<file path="src/rtl/cfwd_pkg.sv">
package cfwd_pkg;

  localparam int MAXOPS = 8;

  typedef enum logic [1:0] {
    CMP_NONE   = 2'd0,
    CMP_ACK    = 2'd1,
    CMP_CANCEL = 2'd2,
    CMP_WB     = 2'd3
  } cmp_kind_e;

  // True when every operand other than 'skip' among the first 'nops' is ready.
  function automatic logic others_ready(input logic [MAXOPS-1:0] ops,
                                        input int unsigned nops,
                                        input int unsigned skip);
    logic r;
    r = 1'b1;
    for (int i = 0; i < MAXOPS; i++) begin
      if (i < int'(nops) && i != int'(skip) && !ops[i]) r = 1'b0;
    end
    return r;
  endfunction

  function automatic cmp_kind_e classify(input logic link_ok, input logic oth_rdy);
    if (!link_ok) return CMP_WB;
    if (oth_rdy) return CMP_ACK;
    return CMP_CANCEL;
  endfunction

endpackage

</file>
<file path="src/rtl/cfwd_link_table.sv">
module cfwd_link_table #(
  parameter int NSLOT = 8,
  parameter int SW    = 3,
  parameter int OW    = 1
) (
  input  logic          clk,
  input  logic          rst_n,
  input  logic          wr_en,
  input  logic [SW-1:0] wr_idx,
  input  logic          wr_valid,
  input  logic [SW-1:0] wr_next,
  input  logic [OW-1:0] wr_opnd,
  input  logic [SW-1:0] rd_idx,
  output logic          rd_valid,
  output logic [SW-1:0] rd_next,
  output logic [OW-1:0] rd_opnd
);

  logic [NSLOT-1:0] ent_valid;
  logic [SW-1:0]    ent_next [NSLOT];
  logic [OW-1:0]    ent_opnd [NSLOT];

  for (genvar g = 0; g < NSLOT; g++) begin : g_ent
    always_ff @(posedge clk) begin
      if (!rst_n) begin
        ent_valid[g] <= 1'b0;
        ent_next[g]  <= '0;
        ent_opnd[g]  <= '0;
      end else if (wr_en && wr_idx == SW'(g)) begin
        ent_valid[g] <= wr_valid;
        ent_next[g]  <= wr_next;
        ent_opnd[g]  <= wr_opnd;
      end
    end
  end

  assign rd_valid = ent_valid[rd_idx];
  assign rd_next  = ent_next[rd_idx];
  assign rd_opnd  = ent_opnd[rd_idx];

endmodule

</file>
<file path="src/rtl/cfwd_req_ctrl.sv">
module cfwd_req_ctrl #(
  parameter int SW = 3,
  parameter int OW = 1,
  parameter int DW = 16
) (
  input  logic          clk,
  input  logic          rst_n,
  input  logic          accept,
  input  logic          take,
  input  logic [SW-1:0] in_slot,
  input  logic [DW-1:0] in_data,
  input  logic          in_link,
  input  logic [SW-1:0] in_next,
  input  logic [OW-1:0] in_opnd,
  output logic          pending,
  output logic [SW-1:0] p_slot,
  output logic [DW-1:0] p_data,
  output logic          p_link,
  output logic [SW-1:0] p_next,
  output logic [OW-1:0] p_opnd
);

  always_ff @(posedge clk) begin
    if (!rst_n) begin
      pending <= 1'b0;
      p_slot  <= '0;
      p_data  <= '0;
      p_link  <= 1'b0;
      p_next  <= '0;
      p_opnd  <= '0;
    end else if (accept) begin
      pending <= 1'b1;
      p_slot  <= in_slot;
      p_data  <= in_data;
      p_link  <= in_link;
      p_next  <= in_next;
      p_opnd  <= in_opnd;
    end else if (take) begin
      pending <= 1'b0;
    end
  end

endmodule

</file>
<file path="src/rtl/cfwd_resolve.sv">
module cfwd_resolve
  import cfwd_pkg::*;
#(
  parameter int NSLOT = 8,
  parameter int NOPS  = 2,
  parameter int SW    = 3,
  parameter int OW    = 1,
  parameter int DW    = 16
) (
  input  logic              clk,
  input  logic              rst_n,
  input  logic              take,
  input  logic [SW-1:0]     p_slot,
  input  logic [DW-1:0]     p_data,
  input  logic              p_link,
  input  logic [SW-1:0]     p_next,
  input  logic [OW-1:0]     p_opnd,
  input  logic [NSLOT*NOPS-1:0] opnd_rdy,
  output cmp_kind_e         kind,
  output logic              fwd_ack,
  output logic              fwd_cancel,
  output logic [SW-1:0]     fwd_slot,
  output logic [OW-1:0]     fwd_opnd,
  output logic [DW-1:0]     fwd_data,
  output logic              wb_valid,
  output logic [SW-1:0]     wb_slot,
  output logic [DW-1:0]     wb_data
);

  logic [MAXOPS-1:0] cons_ops;
  logic              oth_rdy;

  always_comb begin
    cons_ops = '0;
    cons_ops[NOPS-1:0] = opnd_rdy[p_next*NOPS +: NOPS];
    oth_rdy = others_ready(cons_ops, NOPS, int'(p_opnd));
    kind    = take ? classify(p_link, oth_rdy) : CMP_NONE;
  end

  always_ff @(posedge clk) begin
    if (!rst_n) begin
      fwd_ack    <= 1'b0;
      fwd_cancel <= 1'b0;
      fwd_slot   <= '0;
      fwd_opnd   <= '0;
      fwd_data   <= '0;
      wb_valid   <= 1'b0;
      wb_slot    <= '0;
      wb_data    <= '0;
    end else begin
      fwd_ack    <= (kind == CMP_ACK);
      fwd_cancel <= (kind == CMP_CANCEL);
      fwd_slot   <= (kind == CMP_ACK || kind == CMP_CANCEL) ? p_next : '0;
      fwd_opnd   <= (kind == CMP_ACK || kind == CMP_CANCEL) ? p_opnd : '0;
      fwd_data   <= (kind == CMP_ACK) ? p_data : '0;
      wb_valid   <= (kind == CMP_CANCEL || kind == CMP_WB);
      wb_slot    <= (kind == CMP_CANCEL || kind == CMP_WB) ? p_slot : '0;
      wb_data    <= (kind == CMP_CANCEL || kind == CMP_WB) ? p_data : '0;
    end
  end

endmodule

</file>
<file path="src/rtl/cfwd_forward_ctrl.sv">
module cfwd_forward_ctrl
  import cfwd_pkg::*;
#(
  parameter int NSLOT = 8,
  parameter int NOPS  = 2,
  parameter int DW    = 16,
  localparam int SW   = (NSLOT > 1) ? $clog2(NSLOT) : 1,
  localparam int OW   = (NOPS > 1) ? $clog2(NOPS) : 1
) (
  input  logic                  clk,
  input  logic                  rst_n,
  input  logic                  lt_we,
  input  logic [SW-1:0]         lt_idx,
  input  logic                  lt_valid,
  input  logic [SW-1:0]         lt_next,
  input  logic [OW-1:0]         lt_opnd,
  input  logic                  res_valid,
  input  logic [SW-1:0]         res_slot,
  input  logic [DW-1:0]         res_data,
  output logic                  res_ready,
  input  logic [NSLOT*NOPS-1:0] opnd_rdy,
  output logic                  wp_req,
  input  logic                  wp_gnt,
  output logic                  fwd_ack,
  output logic                  fwd_cancel,
  output logic [SW-1:0]         fwd_slot,
  output logic [OW-1:0]         fwd_opnd,
  output logic [DW-1:0]         fwd_data,
  output logic                  wb_valid,
  output logic [SW-1:0]         wb_slot,
  output logic [DW-1:0]         wb_data
);

  logic          lk_valid;
  logic [SW-1:0] lk_next;
  logic [OW-1:0] lk_opnd;
  logic          pending;
  logic [SW-1:0] p_slot;
  logic [DW-1:0] p_data;
  logic          p_link;
  logic [SW-1:0] p_next;
  logic [OW-1:0] p_opnd;
  logic          accept_ev;
  logic          take_ev;
  cmp_kind_e     kind;

  assign res_ready = !pending;
  assign wp_req    = pending;
  assign accept_ev = res_valid && res_ready;
  assign take_ev   = pending && wp_gnt;

  cfwd_link_table #(.NSLOT(NSLOT), .SW(SW), .OW(OW)) u_tbl (
    .clk(clk), .rst_n(rst_n),
    .wr_en(lt_we), .wr_idx(lt_idx), .wr_valid(lt_valid),
    .wr_next(lt_next), .wr_opnd(lt_opnd),
    .rd_idx(res_slot), .rd_valid(lk_valid), .rd_next(lk_next), .rd_opnd(lk_opnd)
  );

  cfwd_req_ctrl #(.SW(SW), .OW(OW), .DW(DW)) u_req (
    .clk(clk), .rst_n(rst_n),
    .accept(accept_ev), .take(take_ev),
    .in_slot(res_slot), .in_data(res_data),
    .in_link(lk_valid), .in_next(lk_next), .in_opnd(lk_opnd),
    .pending(pending), .p_slot(p_slot), .p_data(p_data),
    .p_link(p_link), .p_next(p_next), .p_opnd(p_opnd)
  );

  cfwd_resolve #(.NSLOT(NSLOT), .NOPS(NOPS), .SW(SW), .OW(OW), .DW(DW)) u_res (
    .clk(clk), .rst_n(rst_n), .take(take_ev),
    .p_slot(p_slot), .p_data(p_data), .p_link(p_link),
    .p_next(p_next), .p_opnd(p_opnd), .opnd_rdy(opnd_rdy),
    .kind(kind),
    .fwd_ack(fwd_ack), .fwd_cancel(fwd_cancel), .fwd_slot(fwd_slot),
    .fwd_opnd(fwd_opnd), .fwd_data(fwd_data),
    .wb_valid(wb_valid), .wb_slot(wb_slot), .wb_data(wb_data)
  );

endmodule

</file>
<file path="config.mk">
export PLATFORM = sky130hd
export DESIGN_NAME = cfwd_forward_ctrl
export DESIGN_NICKNAME = d
export VERILOG_FILES = /design/src/rtl/cfwd_pkg.sv /design/src/rtl/cfwd_link_table.sv /design/src/rtl/cfwd_req_ctrl.sv /design/src/rtl/cfwd_resolve.sv /design/src/rtl/cfwd_forward_ctrl.sv
export SDC_FILE = /design/constraint.sdc
export NUM_CORES = 1
export LEC_CHECK = 0
export ABC_AREA = 1
export BUFFER_PORTS_ARGS = -buffer_cell sky130_fd_sc_hd__clkbuf_2
export CORE_MARGIN = 5
export CORE_UTILIZATION = 45
export DETAILED_ROUTE_END_ITERATION = 6
export PLACE_DENSITY = 0.69
export SETUP_SLACK_MARGIN = 0.02
export SLEW_MARGIN = 20
export SYNTH_ARGS = -nofsm -noshare
export SYNTH_HDL_FRONTEND = slang
export SYNTH_SLANG_ARGS = --single-unit
</file>
<file path="constraint.sdc">
create_clock -name clk -period 1.45 [get_ports clk]
set_input_delay 0.2175 -clock clk [delete_from_list [all_inputs] [get_ports clk]]
set_output_delay 0.2175 -clock clk [all_outputs]
set_load 0.03 [all_outputs]
</file>
## Word-level counts from Yosys, hierarchy flattened

Memory sizes are Yosys's and may differ from the RTL's. A register that Yosys moved wholly into a read port is not among the register bits.
Cells that the tools add are included.

| cells by class | value |
|---|---|
| multiplexer cells | 54 |
| reduce and logical (&&, ||, !) cells | 24 |
| magnitude comparators | 1 |
| equality and inequality tests | 10 |
| shift-type cells | 1 |
| bitwise gates (word level) | 17 |

Operators with widths:

| kind | number |
|---|---|
| 2-to-1 mux 1 bit | 40 |
| 2-to-1 mux 3 bit | 8 |
| bitwise OR 1 bit | 16 |
| variable part select 16 x 5 -> 2 bit | 1 |
| equality test 3 bit, second input constant | 4 |
| logical AND 1 bit | 12 |
| 2-to-1 mux 2 bit | 5 |
| equality test 3 x 2 -> 1 bit, second input constant | 2 |
| AND reduction 2 bit | 3 |
| zero test 1 bit | 5 |
| equality test 2 bit, second input constant | 2 |
| less-than comparator 3 x 4 -> 1 bit, second input constant | 1 |
| binary-select mux 1 bit (select 3 bit) | 1 |
| equality test 3 x 1 -> 1 bit, second input constant | 1 |
| zero test 3 bit | 1 |
| equality test 2 x 1 -> 1 bit, second input constant | 1 |
| logical OR 1 bit | 2 |
| nonzero test 2 bit | 1 |
| inverter 1 bit | 1 |

| word-level totals | value |
|---|---|
| output and inout bits | 44 |
| input bits | 48 |
| flip-flop bits (word level) | 71 |
| memories kept | 2 |
| RAM bits | 32 |

Memory list:

| memory | depth | bits a word | read ports | clocked after Yosys merged registers in | wr ports | RTL line | source |
|---|---|---|---|---|---|---|---|
| u_tbl.ent_next | 8 | 3 | 1 | 1 | 8 | cfwd_link_table.sv:20 | `logic [SW-1:0] ent_next [NSLOT];` |
| u_tbl.ent_opnd | 8 | 1 | 1 | 1 | 8 | cfwd_link_table.sv:21 | `logic [OW-1:0] ent_opnd [NSLOT];` |

## Longest topological paths before layout

Gate-level depths: netlist of the first run.

| logic depth | value |
|---|---|
| depth after elaboration | 13 |
| gate-level depth with buffers | 12 |

## Hierarchy

Synthesis of the first run repeated with hierarchy kept, for this count alone.

| unflattened totals | value |
|---|---|
| cells, all modules | 546 |
| area, all modules | 4,460.5 µm² |

By module, submodules not included:

| module | cells an instance | area an instance (µm²) | instances |
|---|---|---|---|
| cfwd_link_table | 265 | 2,098.3 | 1 |
| cfwd_resolve | 168 | 1,475.2 | 1 |
| cfwd_req_ctrl | 108 | 868.3 | 1 |
| cfwd_forward_ctrl | 5 | 18.8 | 1 |

## Worst setup path after synthesis of the first run

OpenSTA, ideal clock, no wires.

| path | value |
|---|---|
| kind | reg-to-reg |
| from | register u_req.pending |
| to | register u_req.p_next[0] (read register of u_tbl.ent_next) |
| path slack | -55 ps |
| cell stages (with the launch flop) | 8 |
| library setup time | 57 ps |
| period minus slack after synthesis | 1,505 ps |
| arrival time | 1,448 ps |
| required time | 1,393 ps |
| cell sequence | dfxtp_1 > inv_1 > nand2_1 > buf_2 > inv_1 > o211ai_1 > nand2_1 > inv_1 |

| on the way | value |
|---|---|
| longest elaborated chain between the ends | 2 |

Ends and longest elaborated chain:

| item | RTL line | source |
|---|---|---|
| from (decl) | cfwd_req_ctrl.sv:15 | `output logic pending,` |
| from (signal assigned) | cfwd_req_ctrl.sv:25 | `pending <= 1'b0;` |
| from (signal assigned) | cfwd_req_ctrl.sv:32 | `pending <= 1'b1;` |
| from (signal assigned) | cfwd_req_ctrl.sv:39 | `pending <= 1'b0;` |
| zero test 1 bit | cfwd_forward_ctrl.sv:47 | `assign res_ready = !pending;` |
| named net res_ready | cfwd_forward_ctrl.sv:20 | `output logic res_ready,` |
| logical AND 1 bit | cfwd_forward_ctrl.sv:49 | `assign accept_ev = res_valid && res_ready;` |
| to (decl) | cfwd_req_ctrl.sv:19 | `output logic [SW-1:0] p_next,` |

The timed path passes the listed nets, and every way through them passes these cells.
A chain may end at the register's enable or synchronous reset.

## Worst setup path after layout of the first run

| path | value |
|---|---|
| from | register u_req.p_next[0] (read register of u_tbl.ent_next) |
| to | register u_res.wb_data[14] |

| on the way | value |
|---|---|
| longest elaborated chain between the ends | 13 |

Ends and longest elaborated chain:

| item | RTL line | source |
|---|---|---|
| variable part select 16 x 5 -> 2 bit (*) | cfwd_resolve.sv:35 | `cons_ops[NOPS-1:0] = opnd_rdy[p_next*NOPS +: NOPS];` |
| zero test 1 bit | cfwd_pkg.sv:19 | `if (i < int'(nops) && i != int'(skip) && !ops[i]) r = 1'b0;` |
| logical AND 1 bit | cfwd_pkg.sv:19 |  |
| 2-to-1 mux 1 bit | cfwd_pkg.sv:19 |  |
| 2-to-1 mux 1 bit (*) | cfwd_pkg.sv:19 |  |
| 2-to-1 mux 1 bit (2 in a row) | cfwd_pkg.sv:26 | `if (oth_rdy) return CMP_ACK;` |
| 2-to-1 mux 2 bit (*) | cfwd_pkg.sv:27 | `return CMP_CANCEL;` |
| 2-to-1 mux 2 bit (*) | cfwd_pkg.sv:26 |  |
| 2-to-1 mux 2 bit (*) | cfwd_resolve.sv:37 | `kind = take ? classify(p_link, oth_rdy) : CMP_NONE;` |
| equality test 2 bit | cfwd_resolve.sv:58 | `wb_data <= (kind == CMP_CANCEL \|\| kind == CMP_WB) ? p_data : '0;` |
| logical OR 1 bit (*) | cfwd_resolve.sv:58 |  |
| AND reduction 2 bit (no source line) (*) | n/a |  |
| to (signal assigned) | cfwd_resolve.sv:58 |  |
| to (decl) | cfwd_resolve.sv:27 | `output logic [DW-1:0] wb_data` |

Every way passes the cells marked *; elsewhere a longest branch is shown, timed or not. The select of a mux whose other input is x is not followed.

==> flow_metrics.env, run 1 <==
export IMPL_worst_slack_ns=-0.0104
export IMPL_cts_hold_fix_buffers=0
export IMPL_final_area_mm2=0.00498
export IMPL_total_leakage_power_nw=2.20
export IMPL_r2r_end="u_res.wb_data[14]$_SDFF_PN0_"
export IMPL_yosys_area_share_simple_pct=20.0
export IMPL_drive_gt1_share_pct=29.4
export IMPL_worstPathRequired_ns=1.73
export IMPL_powerDensity_mw_per_mm2=1140
export IMPL_port_buffers=91
export IMPL_drv_slew=0
export IMPL_grt_overflow=0
export IMPL_layout_commonest_cell="clkbuf_2"
export IMPL_synth_compound_area_share_pct=11.1
export IMPL_dpl_cell_count=651
export IMPL_regToRegStartpoint="u_req.p_next[0]$_SDFFE_PN0P_"
export IMPL_fmax_mhz=685
export IMPL_slowest_stage="dfxtp_2"
export IMPL_synth_xor_area_share_pct=0
export IMPL_drt_antenna_violating_nets=0
export IMPL_path_cells="buf_12, nand2_1, nand3_1, nand3_1, nand3_2, nand2_4, nand2_2, nand2_4, clkbuf_16, nor2_1"
export IMPL_violations="setup timing"
export IMPL_synth_distinct_cells=24
export IMPL_power_total_w=0.00569
export IMPL_final_cell_mix="clkbuf_2, nor2_1, dfxtp_1"
export IMPL_num_vias=3269
export IMPL_rr_worst_depth=10
export IMPL_final_nets=604
export IMPL_grt_max_degree=47
export IMPL_grt_pass1_vias=3123
export IMPL_placementRows=34
export IMPL_setup_viol=6
export IMPL_hold_path_class="in -> reg"
export IMPL_area_growth_pct=22.2
export IMPL_antenna_found_initial=0
export IMPL_synth_fa_ha_area_share_pct=0
export IMPL_fin_skew_ns=0.0160
export IMPL_fp_dieW_um=105
export IMPL_slowest_delay_ns=0.34
export IMPL_die_h_um=105
export IMPL_slew_limit_headroom_pct=76.1
export IMPL_io_pins=92
export IMPL_path_clk_slew_ns=0.12
export IMPL_gp_routability_congestion=0.816
export IMPL_worstMarginPinSlew_ns=0.358
export IMPL_drtIter0Drc=150
export IMPL_synth_seq_area_share_pct=60.2
export IMPL_dieArea_mm2=0.0111
export IMPL_syn_nets=505
export IMPL_synth_top_family_by_area="simple AND/OR/NAND/NOR gates"
export IMPL_antenna_cells=0
export IMPL_dr_pass1_iters=4
export IMPL_numCtsBuffers=9
export IMPL_post_place_ws_ns=0.0344
export IMPL_track_usage_pct=15.6
export IMPL_core_mm2=0.00876
export IMPL_fin_cells=669
export IMPL_whs_path_depth=2
export IMPL_hold_end="u_req.pending$_SDFFE_PN0P_"
export IMPL_place_area_mm2=0.00471
export IMPL_initial_utilization_pct=46.5
export IMPL_synth_warnings=0
export IMPL_muxShareOfSynthArea_pct=0
export IMPL_crit_fanout=9
export IMPL_status="finished, violations left"
export IMPL_ys_seq_elements=107
export IMPL_clock_sinks=107
export IMPL_drcViolationCount=0
export IMPL_arrival_ns=1.74
export IMPL_crit_path_end_kind="register"
export IMPL_wl_um=8880
export IMPL_cts_htree_levels=3
export IMPL_hp_start="wp_gnt"
export IMPL_viasPerCell=4.89
export IMPL_wire_per_inst_um=13.3
export IMPL_cap_violations=0
export IMPL_fin_crit_ns=1.46
export IMPL_syn_area_per_cell_um2=8.92
export IMPL_period_share_pct=101
export IMPL_clk_path_buf_depth=2
export IMPL_reg2reg_slack_ns=-0.01
export IMPL_clock_latency_ns=0.37
export IMPL_finalHoldViolCount=0
export IMPL_grt_pass1_wl_um=14200
export IMPL_dp_hpwl_um=6590
export IMPL_startpoint_type="register"
export IMPL_critPathKind="reg -> reg"
export IMPL_syn_area_mm2=0.00408
export IMPL_syn_inst=457
export IMPL_rsz0062_at_grt="yes"
export IMPL_vdd_ir_drop_max_mv=0.681
export IMPL_root_buffer="clkbuf_8"
export IMPL_cts_tree="done"
-- worst max-delay path by stage --
stage,slack (ns),startpoint,endpoint
after global routing,-0.06,u_req.p_next[0]$_SDFFE_PN0P_,u_res.wb_data[9]$_SDFF_PN0_
after global placement,0.09,u_req.p_next[0]$_SDFFE_PN0P_,u_res.wb_data[13]$_SDFF_PN0_
after detailed placement,0.03,u_req.p_next[0]$_SDFFE_PN0P_,u_res.wb_data[8]$_SDFF_PN0_
after floorplan,0.10,u_req.pending$_SDFFE_PN0P_,u_req.p_link$_SDFFE_PN0P_
final,-0.01,u_req.p_next[0]$_SDFFE_PN0P_,u_res.wb_data[14]$_SDFF_PN0_
after CTS,0.03,u_req.p_next[0]$_SDFFE_PN0P_,u_res.wb_data[10]$_SDFF_PN0_
-- state kept, by name (all words and copies together), names as in the netlist --
name              count
u_tbl.ent_next       24
u_req.p_data         16
u_res.fwd_data       16
u_res.wb_data        16
u_tbl.ent_opnd        8
u_tbl.ent_valid       8
u_req.p_next          3
u_req.p_slot          3
u_res.fwd_slot        3
u_res.wb_slot         3
u_req.p_link          1
u_req.p_opnd          1
u_req.pending         1
u_res.fwd_ack         1
u_res.fwd_cancel      1
u_res.fwd_opnd        1
u_res.wb_valid        1
-- cell usage after synthesis (all sizes together) --
| cell | number | area [um2] |
|---|---|---|
| clkbuf | 6 | 22.5 |
| o211ai | 4 | 30.0 |
| a21oi | 21 | 105 |
| dfxtp | 76 | 1520 |
| inv | 66 | 255 |
| o22ai | 11 | 68.8 |
| nand2 | 58 | 238 |
| buf | 11 | 77.6 |
| nor2 | 101 | 429 |
| o21ai | 48 | 240 |
| edfxtp | 31 | 931 |
| nand3 | 22 | 143 |
| nand4 | 1 | 6.26 |
| a211oi | 1 | 7.51 |
-- final cells by class --
cell class	instances	area [um2]
timing repair buffer	104	621
sequential	107	2450
tap	108	135
clock inverter	7	86.3
fill	793	3780
inverter	66	255
clock buffer	9	124
multi-input combinational	268	1300
-- routing by layer --
layer	share of wire, %	track usage [%]	wire (um)
met1	42	19.7	3770
met3	6.8	3.64	606
met2	49	26.4	4370
met4	1.5	4.75	130
met5	0	0	0
-- logic make-up (layout without fill, tap and decap cells) --
kind of cell,count (synthesis),count (layout)
flops,107,107
simple gates,182,183
compound gates,85,85
buf+inv,83,186
-- through the flow --
stage | TNS (ns) | util (%) | hold slack [ns]
finish | -0.0340 | 56.8 | 0.0449
global route | -1.10 | 56.8 | 0.0220
CTS | 0 | 56.1 | 0.0291
detailed placement | 0 | 53.7 | 0.435
global placement | 0 | 53.7 | 0.432
floorplan | 0 | - | 0.304
-- report_power, final --
group          leakage, nW  switching (W)  internal [W]
sequential           0.919      0.0000480       0.00320
combinational         1.18       0.000379      0.000218
clock                0.105        0.00114      0.000708
-- critical path, delay by kind of cell (launching register included) --
kind / cells / cell delay [ns]
flops: 1 / 0.34
buf+inv: 2 / 0.29
simple gates: 8 / 0.75
-- timing repair --
item,CTS,global route
endpoints found under the hold margin,0,0
setup buffers,0,0
gates resized for setup,0,9
setup endpoints to repair,0,42
Power figures use the tool's default switching activity.
==> run 2: changes to the inputs <==
Settings changed: SETUP_SLACK_MARGIN 0.02 to 0.05.
==> flow_metrics.env, run 2 (synthesis gave the netlist of run 1 again) <==
export IMPL_status="completed"
export IMPL_final_core_util_pct=57.3
export IMPL_period_share_pct=97.4
export IMPL_grt_pass1_vias=3154
export IMPL_antenna_cells=0
export IMPL_io_pins=92
export IMPL_initial_utilization_pct=46.5
export IMPL_total_leakage_power_nw=2.23
export IMPL_hold_ws_ns=0.0496
export IMPL_slowest_delay_ns=0.34
export IMPL_area_growth_pct=23.3
export IMPL_drcViolationCount=0
export IMPL_fin_crit_ns=1.41
export IMPL_dr_pass1_iters=4
export IMPL_final_cell_mix="clkbuf_2, nor2_1, dfxtp_1"
export IMPL_dp_hpwl_um=6590
export IMPL_fmax_mhz=708
export IMPL_grt_overflow=0
export IMPL_cts_hold_fix_buffers=0
export IMPL_viasPerCell=4.82
export IMPL_fin_skew_ns=0.0146
export IMPL_power_total_w=0.00569
export IMPL_drv_slew=0
export IMPL_n_fill_cell=785
export IMPL_path_clk_slew_ns=0.12
export IMPL_grt_pass1_wl_um=14400
export IMPL_drive_gt1_share_pct=30.2
export IMPL_finalHoldViolCount=0
export IMPL_root_buffer="clkbuf_8"
export IMPL_worstPathRequired_ns=1.73
export IMPL_critPathKind="reg -> reg"
export IMPL_setup_viol=0
export IMPL_die_h_um=105
export IMPL_crit_path_end_kind="register"
export IMPL_port_buffers=91
export IMPL_drt_antenna_violating_nets=0
export IMPL_core_mm2=0.00876
export IMPL_track_usage_pct=15.8
export IMPL_rsz0062_at_grt="yes"
export IMPL_num_vias=3228
export IMPL_startpoint_type="register"
export IMPL_largest_register="u_tbl.ent_next"
export IMPL_crit_fanout=10
export IMPL_clock_sinks=107
export IMPL_powerDensity_mw_per_mm2=1130
export IMPL_hold_path_class="in -> reg"
export IMPL_grt_max_degree=47
export IMPL_dieArea_mm2=0.0111
export IMPL_slowest_stage="dfxtp_2"
export IMPL_drtIter0Drc=153
export IMPL_placementRows=34
export IMPL_cts_htree_levels=3
export IMPL_cap_violations=0
export IMPL_wire_per_inst_um=13.1
export IMPL_cp_common_cell="nand2_2"
export IMPL_slew_limit_headroom_pct=72.8
export IMPL_wl_um=8760
export IMPL_arrival_ns=1.69
export IMPL_vdd_ir_drop_max_mv=0.679
export IMPL_antenna_found_initial=0
export IMPL_fp_dieW_um=105
export IMPL_final_nets=605
export IMPL_numCtsBuffers=9
export IMPL_largest_reg_flops=24
export IMPL_layout_commonest_cell="clkbuf_2"
export IMPL_worstMarginPinSlew_ns=0.407
export IMPL_path_cells="buf_12, inv_8, nand2_2, nand2_2, nand2_2, nand3_2, nand3_2, nand2_4, nand2_2, nand2_4, clkbuf_16, nor2_1"
export IMPL_clk_path_buf_depth=2
export IMPL_cts_tree="done"
export IMPL_gp_routability_congestion=0.816
export IMPL_clock_latency_ns=0.37
[run 2: cell count changes in the layout (fill, tap and decap cells not counted)]
cell / delta
nand3_1: -2
nor2_1: -2
nor2_2: +2
buf_12: +2
nand3_2: +1
[run 2: report_power, final]
part / total [W] / internal [W] / leakage [nW] / switching [W]
clock: 0.00185 / 0.000708 / 0.105 / 0.00114
combinational: 0.000594 / 0.000219 / 1.21 / 0.000375
sequential: 0.00325 / 0.00320 / 0.919 / 0.0000474
total: 0.00569 / 0.00413 / 2.23 / 0.00156
[run 2: routing by layer]
layer	GRT usage, %	routed length [um]	vias up
met1	19.9	3680	1452
met4	4.66	125	0
met5	0	0	-
li1	-	-	1654
met3	3.58	610	12
met2	26.9	4340	110
[run 2: timing repair]
action | in CTS | in global routing
resized for setup | 2 | 11
pin swaps | 0 | 1
setup buffers | 2 | 0
setup endpoints to repair | 24 | 38
cloned | 0 | 1
[run 2: path summary, 6_finish.rpt]
kind / end / slack (ns) / from / cells after the start
worst min register to register: u_res.wb_slot[2]$_SDFF_PN0_ / 0.47 / u_req.p_slot[2]$_SDFFE_PN0P_ / 2
worst max-delay path: u_res.wb_data[9]$_SDFF_PN0_ / 0.04 / u_req.p_next[0]$_SDFFE_PN0P_ / 12
worst max register to register: u_res.wb_data[9]$_SDFF_PN0_ / 0.04 / u_req.p_next[0]$_SDFFE_PN0P_ / 12
worst min-delay path: u_req.pending$_SDFFE_PN0P_ / 0.05 / wp_gnt / 2
[run 2: critical path, delay by kind of cell, from the launching register on]
kind / cells / cell delay, ns
AND/OR/NAND/NOR: 9 / 0.62
buffers and inverters: 3 / 0.37
flip-flops: 1 / 0.34
[run 2: through the flow]
step	std cells	setup TNS, ns	instance area, um2	worst slack, ns
floorplan	457	0	4080	0.102
global placement	651	0	4710	0.0889
detailed placement	651	0	4710	0.0344
CTS	669	0	4960	0.0477
global route	670	-0.310	5020	-0.0299
finish	670	0	5020	0.0373
[run 2: final cells by class]
| type | count | area, um2 | share of cell area (%) |
|---|---|---|---|
| Sequential cell | 107 | 2450 | 48.9 |
| Clock buffer | 9 | 124 | 2.47 |
| Clock inverter | 7 | 86.3 | 1.72 |
| Timing Repair Buffer | 106 | 661 | 13.2 |
| Multi-Input combinational cell | 267 | 1310 | 26.0 |
| Tap cell | 108 | 135 | 2.69 |
| Inverter | 66 | 255 | 5.08 |
